### config.mk
export PLATFORM = sky130hd
export DESIGN_NAME = chime_player
export DESIGN_NICKNAME = d
export VERILOG_FILES = /design/src/rtl/chime_pkg.sv /design/src/rtl/chime_rst_sync.sv /design/src/rtl/chime_pitch_rom.sv /design/src/rtl/chime_stream_ctl.sv /design/src/rtl/chime_melody_seq.sv /design/src/rtl/chime_tone_gen.sv /design/src/rtl/chime_player.sv
export SDC_FILE = /design/constraint.sdc
export NUM_CORES = 1
export LEC_CHECK = 0
export ABC_AREA = 1
export CELL_PAD_IN_SITES_DETAIL_PLACEMENT = 1
export CELL_PAD_IN_SITES_GLOBAL_PLACEMENT = 1
export CORE_AREA = 4 4 93 129
export CTS_BUF_LIST = sky130_fd_sc_hd__clkbuf_4 sky130_fd_sc_hd__clkbuf_8
export DETAILED_ROUTE_END_ITERATION = 8
export DIE_AREA = 0 0 97 133
export PLACE_DENSITY_LB_ADDON = 0.12
export SYNTH_ARGS = -nofsm -noshare
export SYNTH_HDL_FRONTEND = slang
export SYNTH_SLANG_ARGS = --single-unit
### constraint.sdc
create_clock -name clk -period 2.3 [get_ports clk]
set_input_delay 0.46 -clock clk [delete_from_list [all_inputs] [get_ports clk]]
set_output_delay 0.46 -clock clk [all_outputs]
set_load 0.005 [all_outputs]
### src/rtl/chime_pkg.sv
package chime_pkg;

  localparam int unsigned NOTE_CODES = 21;
  localparam int unsigned DEGREES    = 7;
  localparam int unsigned MEL_STEPS  = 64;
  localparam int unsigned CODE_W     = 5;
  localparam int unsigned STEP_W     = $clog2(MEL_STEPS);

  typedef logic [CODE_W-1:0] note_code_t;
  typedef logic [STEP_W-1:0] step_t;

  // Tempered frequency of each scale degree in the lowest octave, centihertz.
  function automatic longint unsigned degree_chz(input int unsigned deg);
    case (deg)
      0:       return 64'd26163;
      1:       return 64'd29366;
      2:       return 64'd32963;
      3:       return 64'd34923;
      4:       return 64'd39200;
      5:       return 64'd44000;
      default: return 64'd49388;
    endcase
  endfunction

  // Half-period in clock cycles for a note code; 0 marks silence.
  function automatic longint unsigned half_count(input longint unsigned clk_hz,
                                                 input int unsigned code,
                                                 input longint unsigned cap);
    longint unsigned f;
    longint unsigned d;
    if (code == 0 || code > NOTE_CODES) return 64'd0;
    f = degree_chz((code - 1) % DEGREES) << ((code - 1) / DEGREES);
    d = (clk_hz * 64'd100) / (64'd2 * f);
    if (d > cap) d = cap;
    if (d == 0) d = 64'd1;
    return d;
  endfunction

  // Hourly melody, grouped by the note each step plays.
  function automatic note_code_t melody_code(input step_t s);
    case (s)
      6'd0, 6'd1, 6'd6, 6'd11, 6'd15, 6'd16, 6'd21, 6'd26, 6'd32,
      6'd35, 6'd37, 6'd40, 6'd42, 6'd47, 6'd48, 6'd49, 6'd54, 6'd60:
        return 5'd10;
      6'd2, 6'd5, 6'd17, 6'd20, 6'd36, 6'd41, 6'd50, 6'd53, 6'd55:
        return 5'd11;
      6'd3, 6'd4, 6'd18, 6'd19, 6'd51, 6'd52:
        return 5'd12;
      6'd7, 6'd10, 6'd22, 6'd25, 6'd30, 6'd31, 6'd34, 6'd39, 6'd43,
      6'd45, 6'd56, 6'd59:
        return 5'd9;
      6'd8, 6'd9, 6'd23, 6'd24, 6'd33, 6'd38, 6'd44, 6'd57, 6'd58,
      6'd62, 6'd63:
        return 5'd8;
      6'd13, 6'd14, 6'd27, 6'd61:
        return 5'd2;
      6'd28, 6'd29:
        return 5'd1;
      6'd12:
        return 5'd3;
      6'd46:
        return 5'd5;
      default:
        return 5'd0;
    endcase
  endfunction

  // Received byte to note code; anything outside the note range is silence.
  function automatic note_code_t byte_to_code(input logic [7:0] b);
    if (b >= 8'd1 && b <= 8'(NOTE_CODES)) return b[CODE_W-1:0];
    return '0;
  endfunction

endpackage

### src/rtl/chime_rst_sync.sv
module chime_rst_sync (
  input  logic clk,
  input  logic rst_n,
  output logic rst_q
);

  logic [1:0] sync_q;

  always_ff @(posedge clk or negedge rst_n) begin
    if (!rst_n) begin
      sync_q <= 2'b00;
    end else begin
      sync_q <= {sync_q[0], 1'b1};
    end
  end

  assign rst_q = sync_q[1];

endmodule

### src/rtl/chime_pitch_rom.sv
module chime_pitch_rom
  import chime_pkg::*;
#(
  parameter int unsigned CLK_HZ = 12_000_000,
  parameter int unsigned CNT_W  = 16
) (
  input  note_code_t       code_i,
  output logic [CNT_W-1:0] half_o
);

  localparam int unsigned     ENTRIES = NOTE_CODES + 1;
  localparam longint unsigned CAP     = (64'd1 << CNT_W) - 64'd1;

  logic [CNT_W-1:0] tab [ENTRIES];

  for (genvar g = 0; g < ENTRIES; g++) begin : g_note
    localparam longint unsigned HV = half_count(64'(CLK_HZ), g, CAP);
    assign tab[g] = CNT_W'(HV);
  end

  always_comb begin
    half_o = '0;
    if (code_i <= CODE_W'(NOTE_CODES)) begin
      half_o = tab[code_i];
    end
  end

endmodule

### src/rtl/chime_stream_ctl.sv
module chime_stream_ctl
  import chime_pkg::*;
(
  input  logic       clk,
  input  logic       rst_n,
  input  logic       rx_valid,
  input  logic [7:0] rx_byte,
  input  logic       tick_1hz,
  output logic       hold_o,
  output note_code_t code_o
);

  logic       hold_q, hold_d;
  logic       fresh_q, fresh_d;
  note_code_t code_q, code_d;

  always_comb begin
    hold_d  = hold_q;
    fresh_d = fresh_q;
    code_d  = code_q;
    if (rx_valid) begin
      hold_d  = 1'b1;
      fresh_d = 1'b1;
      code_d  = byte_to_code(rx_byte);
    end else if (tick_1hz) begin
      if (fresh_q) begin
        fresh_d = 1'b0;
      end else begin
        hold_d = 1'b0;
        code_d = '0;
      end
    end
  end

  always_ff @(posedge clk or negedge rst_n) begin
    if (!rst_n) begin
      hold_q  <= 1'b0;
      fresh_q <= 1'b0;
      code_q  <= '0;
    end else begin
      hold_q  <= hold_d;
      fresh_q <= fresh_d;
      code_q  <= code_d;
    end
  end

  assign hold_o = hold_q;
  assign code_o = code_q;

endmodule

### src/rtl/chime_melody_seq.sv
module chime_melody_seq
  import chime_pkg::*;
#(
  parameter int unsigned NOTE_CYCLES = 3_000_000
) (
  input  logic       clk,
  input  logic       rst_n,
  input  logic       window_i,
  output note_code_t code_o
);

  localparam int unsigned      BEAT_W    = (NOTE_CYCLES > 1) ? $clog2(NOTE_CYCLES) : 1;
  localparam logic [BEAT_W-1:0] BEAT_LAST = BEAT_W'(NOTE_CYCLES - 1);

  logic [BEAT_W-1:0] beat_q, beat_d;
  step_t             step_q, step_d;
  logic              beat_end;

  always_comb begin
    beat_end = (beat_q == BEAT_LAST);
    beat_d   = beat_q;
    step_d   = step_q;
    if (!window_i) begin
      beat_d = '0;
      step_d = '0;
    end else if (beat_end) begin
      beat_d = '0;
      step_d = step_q + 1'b1;
    end else begin
      beat_d = beat_q + 1'b1;
    end
  end

  always_ff @(posedge clk or negedge rst_n) begin
    if (!rst_n) begin
      beat_q <= '0;
      step_q <= '0;
    end else begin
      beat_q <= beat_d;
      step_q <= step_d;
    end
  end

  assign code_o = window_i ? melody_code(step_q) : '0;

endmodule

### src/rtl/chime_tone_gen.sv
module chime_tone_gen
  import chime_pkg::*;
#(
  parameter int unsigned CNT_W = 16
) (
  input  logic             clk,
  input  logic             rst_n,
  input  note_code_t       code_i,
  input  logic [CNT_W-1:0] half_i,
  output logic             tone_o
);

  logic [CNT_W-1:0] cnt_q, cnt_d;
  logic             tone_q, tone_d;
  note_code_t       last_q;
  logic             silent, retune, wrap;

  always_comb begin
    silent = (code_i == '0) || (half_i == '0);
    retune = (code_i != last_q);
    wrap   = (cnt_q == half_i - CNT_W'(1));
    cnt_d  = cnt_q + CNT_W'(1);
    tone_d = tone_q;
    if (silent || retune) begin
      cnt_d  = '0;
      tone_d = 1'b0;
    end else if (wrap) begin
      cnt_d  = '0;
      tone_d = ~tone_q;
    end
  end

  always_ff @(posedge clk or negedge rst_n) begin
    if (!rst_n) begin
      cnt_q  <= '0;
      tone_q <= 1'b0;
      last_q <= '0;
    end else begin
      cnt_q  <= cnt_d;
      tone_q <= tone_d;
      last_q <= code_i;
    end
  end

  assign tone_o = tone_q;

endmodule

### src/rtl/chime_player.sv
module chime_player
  import chime_pkg::*;
#(
  parameter int unsigned CLK_HZ      = 12_000_000,
  parameter int unsigned NOTE_CYCLES = 3_000_000,
  parameter int unsigned CNT_W       = 16,
  parameter int unsigned WINDOW_TENS = 3
) (
  input  logic       clk,
  input  logic       rst_n,
  input  logic       chime_en,
  input  logic [3:0] min_tens,
  input  logic [3:0] min_ones,
  input  logic [3:0] sec_tens,
  input  logic       rx_valid,
  input  logic [7:0] rx_byte,
  input  logic       tick_1hz,
  output logic       buzzer,
  output logic       hold_display,
  output logic       report_req
);

  logic             rst_q;
  logic             window;
  logic             top_now;
  note_code_t       mel_code, str_code, sel_code;
  logic [CNT_W-1:0] half;
  logic             hold;
  logic             seen_q, seen_d;
  logic             rep_q, rep_d;

  chime_rst_sync u_rst (
    .clk   (clk),
    .rst_n (rst_n),
    .rst_q (rst_q)
  );

  assign top_now = (min_tens == 4'd0) && (min_ones == 4'd0);
  assign window  = chime_en && top_now && (sec_tens < 4'(WINDOW_TENS));

  chime_stream_ctl u_stream (
    .clk      (clk),
    .rst_n    (rst_q),
    .rx_valid (rx_valid),
    .rx_byte  (rx_byte),
    .tick_1hz (tick_1hz),
    .hold_o   (hold),
    .code_o   (str_code)
  );

  chime_melody_seq #(.NOTE_CYCLES(NOTE_CYCLES)) u_melody (
    .clk      (clk),
    .rst_n    (rst_q),
    .window_i (window),
    .code_o   (mel_code)
  );

  always_comb begin
    sel_code = '0;
    if (window) begin
      sel_code = mel_code;
    end else if (hold) begin
      sel_code = str_code;
    end
  end

  chime_pitch_rom #(.CLK_HZ(CLK_HZ), .CNT_W(CNT_W)) u_rom (
    .code_i (sel_code),
    .half_o (half)
  );

  chime_tone_gen #(.CNT_W(CNT_W)) u_tone (
    .clk    (clk),
    .rst_n  (rst_q),
    .code_i (sel_code),
    .half_i (half),
    .tone_o (buzzer)
  );

  // Hour-boundary report: first tick that sees 00 minutes and seconds tens 0.
  always_comb begin
    seen_d = seen_q;
    rep_d  = 1'b0;
    if (tick_1hz) begin
      seen_d = top_now && (sec_tens == 4'd0);
      rep_d  = top_now && (sec_tens == 4'd0) && !seen_q;
    end
  end

  always_ff @(posedge clk or negedge rst_q) begin
    if (!rst_q) begin
      seen_q <= 1'b0;
      rep_q  <= 1'b0;
    end else begin
      seen_q <= seen_d;
      rep_q  <= rep_d;
    end
  end

  assign hold_display = hold;
  assign report_req   = rep_q;

endmodule

==> results.py, run 1 <==
metrics = {
    "logic_synthesis": {
        "yosysTopAreaCell": "dfrtp_1",
        "async_flop_share_pct": 100,
        "yosysSeqAreaShare_pct": 31.9,
        "synth_warnings": 0,
        "synth-seq-cells": 61,
        "synthTopCellsByArea": "dfrtp_1 (32%), nand2_1 (12%), nand3_1 (8.0%), inv_1 (6.8%), nor2_1 (6.0%)",
        "syn_avg_cell_area_sq_um": 7.04,
        "synth_top_area_share_pct": 31.9,
        "syn-num-nets": 726,
        "synthFlopType": "dfrtp_1",
        "synthCells": 679,
        "synth-edff-count": 0,
        "ys_types": 41,
        "syn_area_sq_mm": 0.00478,
    },
    "placed_design": {
        "io_buffers": 27,
        "globalplace.congestion": 0.885,
        "dp_hpwl_mm": 12.4,
        "place_ws_ns": -1.82,
    },
    "sta": {
        "crit_endpoint": "u_tone.cnt_q[1]$_DFF_PN0_/D",
        "worst-ep-kind": "register input",
    },
    "floorplan": {
        "rows": 45,
        "die_x_microns": 97,
        "die_y_microns": 133,
        "start_util_pct": 44.0,
        "io_pins": 28,
    },
    "status": {
        "stop_stage": "global routing",
        "run_status": "did not finish",
        "stop_error": "[ERROR DPL-0033] detailed placement checks failed during check placement.",
    },
    "global_routing": {
        "grt_max_degree": 33,
        "antenna_found_initial": 2,
    },
    "clocking": {
        "htreeDepth": 3,
        "cts.sinks": 61,
        "numCtsBuffers": 9,
        "cts-root-buf": "clkbuf_8",
        "ctsLongestPathBuffers": 2,
    },
}
## logic make-up after synthesis
family	count (synthesis)	synth area share, %
AO/OA/AOI/OAI	65	8.06
other	1	0.0784
buffers and inverters	116	10.4
AND/OR/NAND/NOR	392	39.4
XOR/XNOR	22	4.32
adder cells (fa/ha/maj)	22	5.76
flip-flops	61	31.9
## Yosys cell counts (3+ instances only)
cell and n:
a21oi_1 26, a32o_1 4, buf_4 7, buf_6 3
dfrtp_1 61, ha_1 22, inv_1 87, inv_2 12
nand2_1 158, nand2_2 11, nand2_4 5, nand3_1 76
nand3_2 10, nand4_1 11, nor2_1 76, nor2_2 16
nor2_4 5, nor3_1 10, nor3b_1 5, nor4_1 3
o211ai_1 5, o21ai_0 20, o21ai_1 3, xor2_1 19
## repair_timing
item,in CTS
cloned,2
pin swaps,59
gates resized for setup,112
buffers inserted,49
setup endpoints to repair,24
hold buffers,0
endpoints found under the hold margin,0
## through the flow
step | hold slack, ns | util [%] | std cells | instance area, sq um
after floorplan | 0.164 | - | 679 | 4930
after global placement | 0.312 | 56.9 | 949 | 6190
after detailed placement | 0.324 | 56.9 | 949 | 6190
after CTS | 0.251 | 66.6 | 1013 | 7240
==> run 2, diff against run 1 <==
Settings changed: CELL_PAD_IN_SITES_DETAIL_PLACEMENT 1 to default, CELL_PAD_IN_SITES_GLOBAL_PLACEMENT 1 to default, CORE_AREA 4 4 93 129 to 4 4 115 117, CTS_BUF_LIST sky130_fd_sc_hd__clkbuf_4 sky130_fd_sc_hd__clkbuf_8 to default, DIE_AREA 0 0 97 133 to 0 0 119 121, PLACE_DENSITY_LB_ADDON 0.12 to 0.15.
==> results.py, run 2 <==
metrics = {
    "placed_design": {
        "globalplace.congestion": 0.935,
        "dp_hpwl_mm": 10.0,
        "dp_cells": 965,
        "io_buffers": 27,
        "dpl_cell_area_sq_mm": 0.00609,
        "place_ws_ns": -1.72,
    },
    "logic_synthesis": {
        "syn_avg_cell_area_sq_um": 7.04,
        "synth_warnings": 0,
        "synth-seq-cells": 61,
        "synthFlopType": "dfrtp_1",
        "synth_top_area_share_pct": 31.9,
        "syn_area_sq_mm": 0.00478,
        "synthCells": 679,
        "synth-edff-count": 0,
        "yosysTopAreaCell": "dfrtp_1",
        "synth.most_common_cell": "nand2_1",
        "syn-num-nets": 726,
        "synthTopCellsByArea": "dfrtp_1 (32%), nand2_1 (12%), nand3_1 (8.0%), inv_1 (6.8%), nor2_1 (6.0%)",
        "yosysSeqAreaShare_pct": 31.9,
        "async_flop_share_pct": 100,
        "synth_top_cells_by_count": "nand2_1 (158), inv_1 (87), nand3_1 (76), nor2_1 (76), dfrtp_1 (61)",
        "ys_types": 41,
    },
    "drt": {
        "vias": 4879,
        "vias_per_cell": 4.82,
        "drt_iter0_drc": 197,
        "wl_per_cell_microns": 13.4,
        "postRouteAntennaNets": 0,
        "routed_wl_mm": 13.5,
        "dr.pass1.iters": 5,
        "drc": 0,
    },
    "final_layout": {
        "top_regs": "u_melody.beat_q x22, u_tone.cnt_q x16, u_melody.step_q x6",
        "nFillCells": 1139,
        "syn_to_final_growth_pct": 48.5,
        "final_common_cell": "nand2_1",
        "layout-drive-gt1-share_pct": 36.9,
        "largest_reg_flops": 22,
        "final_cell_mix": "nand2_1 (135), buf_4 (122), inv_1 (81)",
        "utilization_pct": 57.4,
        "top_register": "u_melody.beat_q",
        "fin_cells": 1012,
        "final_cell_area_sq_mm": 0.00710,
        "nNetsFinal": 883,
        "diodes": 0,
    },
    "clocking": {
        "cts_tree": "done",
        "ctsLongestPathBuffers": 2,
        "htreeDepth": 3,
        "insertion_delay_ns": 0.32,
        "path_clk_slew_ns": 0.05,
        "numCtsBuffers": 9,
        "ctsHoldBuffers": 0,
        "cts-root-buf": "clkbuf_16",
        "cts.sinks": 61,
    },
    "sta": {
        "fin_skew_ns": 0.00488,
        "setup_viol": 21,
        "max_clock_freq_ghz": 0.281,
        "worst_slew_pin_slew_ns": 0.616,
        "whs_ns": 0.281,
        "final.min_clock_period_ns": 3.56,
        "final.setup.tns_ns": -21.47,
        "slew_viol_final": 0,
        "setup_ws_ns": -1.26,
        "relSlewSlack_pct": 58.9,
        "rsz0062_at_grt": "true",
        "post-route-period-util_pct": 155,
        "finalHoldViolCount": 0,
    },
    "floorplan": {
        "core-area_sq_mm": 0.0124,
        "die_area_sq_mm": 0.0144,
        "die_x_microns": 119,
        "start_util_pct": 38.7,
        "die_y_microns": 121,
        "rows": 41,
        "io_pins": 28,
    },
    "power_and_ir_drop": {
        "total_power_mw": 3.21,
        "power_density_mw_per_mm2": 451,
        "power.leakage_nw": 3.25,
        "vdd_drop_max_mv": 0.417,
    },
    "setup_path": {
        "crit_required_ns": 2.51,
        "path_delay_family": "simple AND/OR/NAND/NOR gates",
        "r2r_cells": 28,
        "worstSetupPathDepth": 28,
        "cp_common_cell": "nand3_2",
        "critPathBufInv": 4,
        "worstSetupEndpointType": "flip-flop",
        "path_class": "flip-flop to flip-flop",
        "crit_fanout": 8,
        "reg2reg_from": "u_melody.step_q[1]",
        "crit_start": "u_melody.step_q[1]",
        "arrival_ns": 3.77,
        "slowest_stage": "dfrtp_2",
        "start_kind": "flip-flop",
        "critPathMaxStageDelay_ns": 0.46,
    },
    "global_routing": {
        "grt_pass1_wl_mm": 23.3,
        "grtUsageTotal_pct": 19.7,
        "antenna_found_initial": 0,
        "grt_max_degree": 34,
        "grt_pass1_vias": 4936,
        "grt_overflow_total": 0,
    },
    "run": {
        "maxCapViolations": 0,
    },
    "min_path": {
        "hold_path.class": "flip-flop to async pin",
    },
    "status": {
        "run_status": "finished with violations",
        "failed_checks": "setup timing",
    },
}
[run 2: cell counts after synthesis]
No cell type changed its count.
[run 2: cell families (layout without fill, tap and decap cells)]
group	count (synthesis)	count (layout)	synth area share, %
AOI/OAI and AO/OA	65	65	8.06
adders and majority gates	22	22	5.76
buffers and inverters	116	276	10.4
DFF	61	61	31.9
and+or+nand+nor	392	393	39.4
xor gates and xnor gates	22	22	4.32
other	1	1	0.0784
[run 2: path summary, 6_finish.rpt]
| path | slack [ns] | to |
|---|---|---|
| worst min register to register | 0.28 | u_melody.beat_q[14] |
| worst max register to register | -1.26 | u_tone.cnt_q[3] |
| max in group asynchronous | 1.40 | u_melody.step_q[1] |
| worst max-delay path | -1.26 | u_tone.cnt_q[3] |
| worst min-delay path | 0.28 | u_melody.beat_q[14] |
| min in group clk | 0.36 | u_rst.sync_q[1] |
[run 2: routing by layer]
layer  vias up  routed length [microns]  GRT usage [%]
met5         -                        0              0
met4         0                      206           6.66
met3        15                      363           3.36
met2        64                     6480           32.2
met1      2305                     6480           26.3
li1       2495                        -              -
[run 2: final cells by class]
type,count,area (sq um),area share [%]
multi-input combinational,503,3310,46.6
sequential,61,1530,21.5
timing repair buffer,159,1330,18.8
inverter,102,397,5.58
clock buffer,11,243,3.42
tap,172,215,3.03
clock inverter,4,72.6,1.02
[run 2: repair_timing]
item	in CTS	in global routing
resized for setup	60	54
pin swaps	36	27
gates cloned	2	0
setup buffers	19	13
endpoints found under the setup margin	22	26
[run 2: report_power, final]
| group | internal [mW] | total, mW | switching [mW] | leakage (nW) |
|---|---|---|---|---|
| logic | 0.302 | 0.682 | 0.379 | 2.26 |
| registers | 1.08 | 1.10 | 0.0163 | 0.836 |
| clock network | 0.969 | 1.42 | 0.454 | 0.152 |
| total | 2.36 | 3.21 | 0.850 | 3.25 |
[run 2: worst register-to-register path, delay by kind of cell, from the launching register on]
kind / cells / cell delay [ns]
flops: 1 / 0.46
simple gates: 22 / 2.24
buf+inv: 4 / 0.41
fa+ha+maj: 2 / 0.36
Note: power is estimated with default switching activity, not from simulation.
==> run 3, diff against run 2 <==
Settings changed: ABC_AREA 1 to default, CORE_AREA 4 4 115 117 to 4 4 120 122, DIE_AREA 0 0 119 121 to 0 0 124 126.
==> results.py, run 3 <==
metrics = {
    "status": {
        "run_status": "finished with violations",
        "failed_checks": "setup timing",
    },
    "logic_synthesis": {
        "syn_area_sq_mm": 0.00525,
        "synth_top_family_by_area": "simple AND/OR/NAND/NOR gates",
        "synth_top_area_share_pct": 29.1,
        "synth_warnings": 0,
        "synth_top_cells_by_count": "dfrtp_1 (61), nor2_1 (55), nand2_1 (45)",
        "synthTopCellsByArea": "dfrtp_1 (29%), ha_1 (5.2%), xnor2_1 (4.8%), nor2_1 (3.9%), nor3_1 (3.4%)",
        "synthFlopType": "dfrtp_1",
        "yosysSeqAreaShare_pct": 29.1,
        "muxShareOfSynthArea_pct": 2.39,
        "async_flop_share_pct": 100,
        "ys_types": 94,
        "synthXorXnorAreaFrac_pct": 8.02,
        "synthCells": 613,
        "synth.most_common_cell": "dfrtp_1",
        "synth-edff-count": 0,
        "synth-seq-cells": 61,
        "syn_avg_cell_area_sq_um": 8.56,
        "synth-compound-area-share_pct": 23.0,
        "yosysTopAreaCell": "dfrtp_1",
        "synth_adder_area_share_pct": 5.25,
        "syn-num-nets": 660,
        "synthSimpleGateAreaFrac_pct": 27.5,
    },
    "drt": {
        "drt_iter0_drc": 438,
        "wl_per_cell_microns": 17.9,
        "routed_wl_mm": 17.6,
        "vias_per_cell": 5.74,
        "postRouteAntennaNets": 0,
        "dr.pass1.iters": 5,
        "drc": 0,
        "vias": 5642,
    },
    "final_layout": {
        "syn_to_final_growth_pct": 47.3,
        "top_register": "u_melody.beat_q",
        "diodes": 0,
        "fin_cells": 983,
        "final_cell_area_sq_mm": 0.00773,
        "largest_reg_flops": 22,
        "utilization_pct": 58.6,
        "final_common_cell": "buf_4",
        "nNetsFinal": 849,
        "layout-drive-gt1-share_pct": 38.0,
        "top_regs": "u_melody.beat_q x22, u_tone.cnt_q x16, u_melody.step_q x6",
        "final_cell_mix": "buf_4 (174), dfrtp_1 (58), nor2_1 (51)",
    },
    "sta": {
        "final.min_clock_period_ns": 4.98,
        "max_clock_freq_ghz": 0.201,
        "fin_skew_ns": 0.00536,
        "post-route-period-util_pct": 217,
        "worst_slew_pin_slew_ns": 0.695,
        "setup_viol": 17,
        "whs_ns": 0.271,
        "slew_viol_final": 0,
        "setup_ws_ns": -2.68,
        "final.setup.tns_ns": -44.89,
        "finalHoldViolCount": 0,
        "rsz0062_at_grt": "true",
        "relSlewSlack_pct": 53.7,
    },
    "placed_design": {
        "dp_hpwl_mm": 13.4,
        "dp_cells": 961,
        "io_buffers": 27,
        "globalplace.congestion": 0.958,
        "dpl_cell_area_sq_mm": 0.00699,
        "place_ws_ns": -2.93,
    },
    "power_and_ir_drop": {
        "total_power_mw": 3.19,
        "power.leakage_nw": 3.28,
        "vdd_drop_max_mv": 0.293,
        "power_density_mw_per_mm2": 413,
    },
    "clocking": {
        "numCtsBuffers": 9,
        "ctsHoldBuffers": 0,
        "htreeDepth": 3,
        "cts_tree": "done",
        "path_clk_slew_ns": 0.06,
        "cts.sinks": 61,
        "cts-root-buf": "clkbuf_16",
        "insertion_delay_ns": 0.35,
        "ctsLongestPathBuffers": 2,
    },
    "global_routing": {
        "grt_max_degree": 35,
        "antenna_found_initial": 0,
        "grt_pass1_wl_mm": 28.0,
        "grt_overflow_total": 0,
        "grtUsageTotal_pct": 22.7,
        "grt_pass1_vias": 5472,
    },
    "setup_path": {
        "path_delay_family": "compound AO/OA/AOI/OAI gates",
        "start_kind": "flip-flop",
        "worstSetupEndpointType": "flip-flop",
        "path_class": "flip-flop to flip-flop",
        "worstSetupPathDepth": 20,
        "reg2reg_slack_ns": -2.68,
        "critPathCapture": "u_tone.tone_o",
        "crit_chain": "inv_2, ha_4, mux2_4, a311oi_2, a2111o_1, a31oi_4, inv_2, ha_4, and3_4, o21ai_2, a22oi_1, a21oi_2, o32ai_2, o21a_1, o21bai_4, or3_4, and3_4, or4_4, a2111oi_4, mux2_4",
        "critPathBufInv": 2,
        "crit_required_ns": 2.53,
        "slowest_stage": "or4_4",
        "critPathMaxStageDelay_ns": 0.52,
        "r2r_cells": 20,
        "reg2reg_from": "u_melody.step_q[1]",
        "crit_fanout": 5,
        "crit_start": "u_melody.step_q[1]",
        "arrival_ns": 5.22,
        "worstReg2RegEnd": "u_tone.tone_o",
    },
    "run": {
        "maxCapViolations": 0,
    },
    "min_path": {
        "hold_path.class": "input pin to async pin",
    },
    "floorplan": {
        "core-area_sq_mm": 0.0132,
        "start_util_pct": 39.8,
        "die_x_microns": 124,
        "die_y_microns": 126,
        "rows": 42,
        "die_area_sq_mm": 0.0156,
        "io_pins": 28,
    },
}
## run 3: cells by family (layout without fill, tap and decap cells)
| group | count (synthesis) | after routing |
|---|---|---|
| buffers and inverters | 54 | 248 |
| adder cells (fa/ha/maj) | 22 | 22 |
| other | 1 | 1 |
| AND/OR/NAND/NOR | 260 | 260 |
| multiplexers | 11 | 11 |
| AO/OA/AOI/OAI | 156 | 156 |
| flip-flops | 61 | 61 |
| XOR/XNOR | 48 | 48 |
## run 3: power by group
part | internal [mW] | switching [mW] | leakage (nW)
logic | 0.389 | 0.365 | 2.31
clock network | 0.792 | 0.542 | 0.131
registers | 1.08 | 0.0184 | 0.835
## run 3: how the worst min path moves through the flow
| stage | start | endpoint | slack (ns) |
|---|---|---|---|
| 2_1_floorplan | rst_n | u_rst.sync_q[0] | 0.16 |
| 3_3_place_gp | u_rst.sync_q[1] | u_stream.code_o[3] | 0.33 |
| 3_5_place_dp | u_rst.sync_q[1] | u_stream.code_o[3] | 0.34 |
| 4_1_cts | rst_n | u_rst.sync_q[1] | 0.26 |
| 5_1_grt | rst_n | u_rst.sync_q[0] | 0.27 |
| 6_report | rst_n | u_rst.sync_q[1] | 0.27 |
## run 3: layer usage
| layer | vias up | GRT usage [%] | part of all wire (%) |
|---|---|---|---|
| met3 | 36 | 5.52 | 5.6 |
| met2 | 189 | 35.5 | 47 |
| li1 | 2679 | - | - |
| met5 | - | 0 | 0 |
| met4 | 0 | 6.77 | 2.4 |
| met1 | 2738 | 30.9 | 45 |
## run 3: timing repair
action	4_1_cts	5_1_grt
endpoints found under the hold margin	0	0
gates cloned	0	1
resized for setup	26	67
buffers inserted	4	1
endpoints found under the setup margin	17	17
pin swaps	16	32
## run 3: cell type report
type                       count  area [sq um]
tap                          176           220
sequential                    61          1530
timing repair buffer         207          1660
inverter                      25          96.3
clock buffer                  12           256
clock inverter                 4          31.3
fill                        1187          5460
multi-input combinational    498          3930
## run 3: worst reg2reg max path, delay by kind of cell (launching register included)
kind / cells / cell delay, ns
simple gates: 4 / 1.23
mux: 2 / 0.63
fa+ha+maj: 2 / 0.51
compound gates: 10 / 1.93
flops: 1 / 0.40
buf+inv: 2 / 0.18
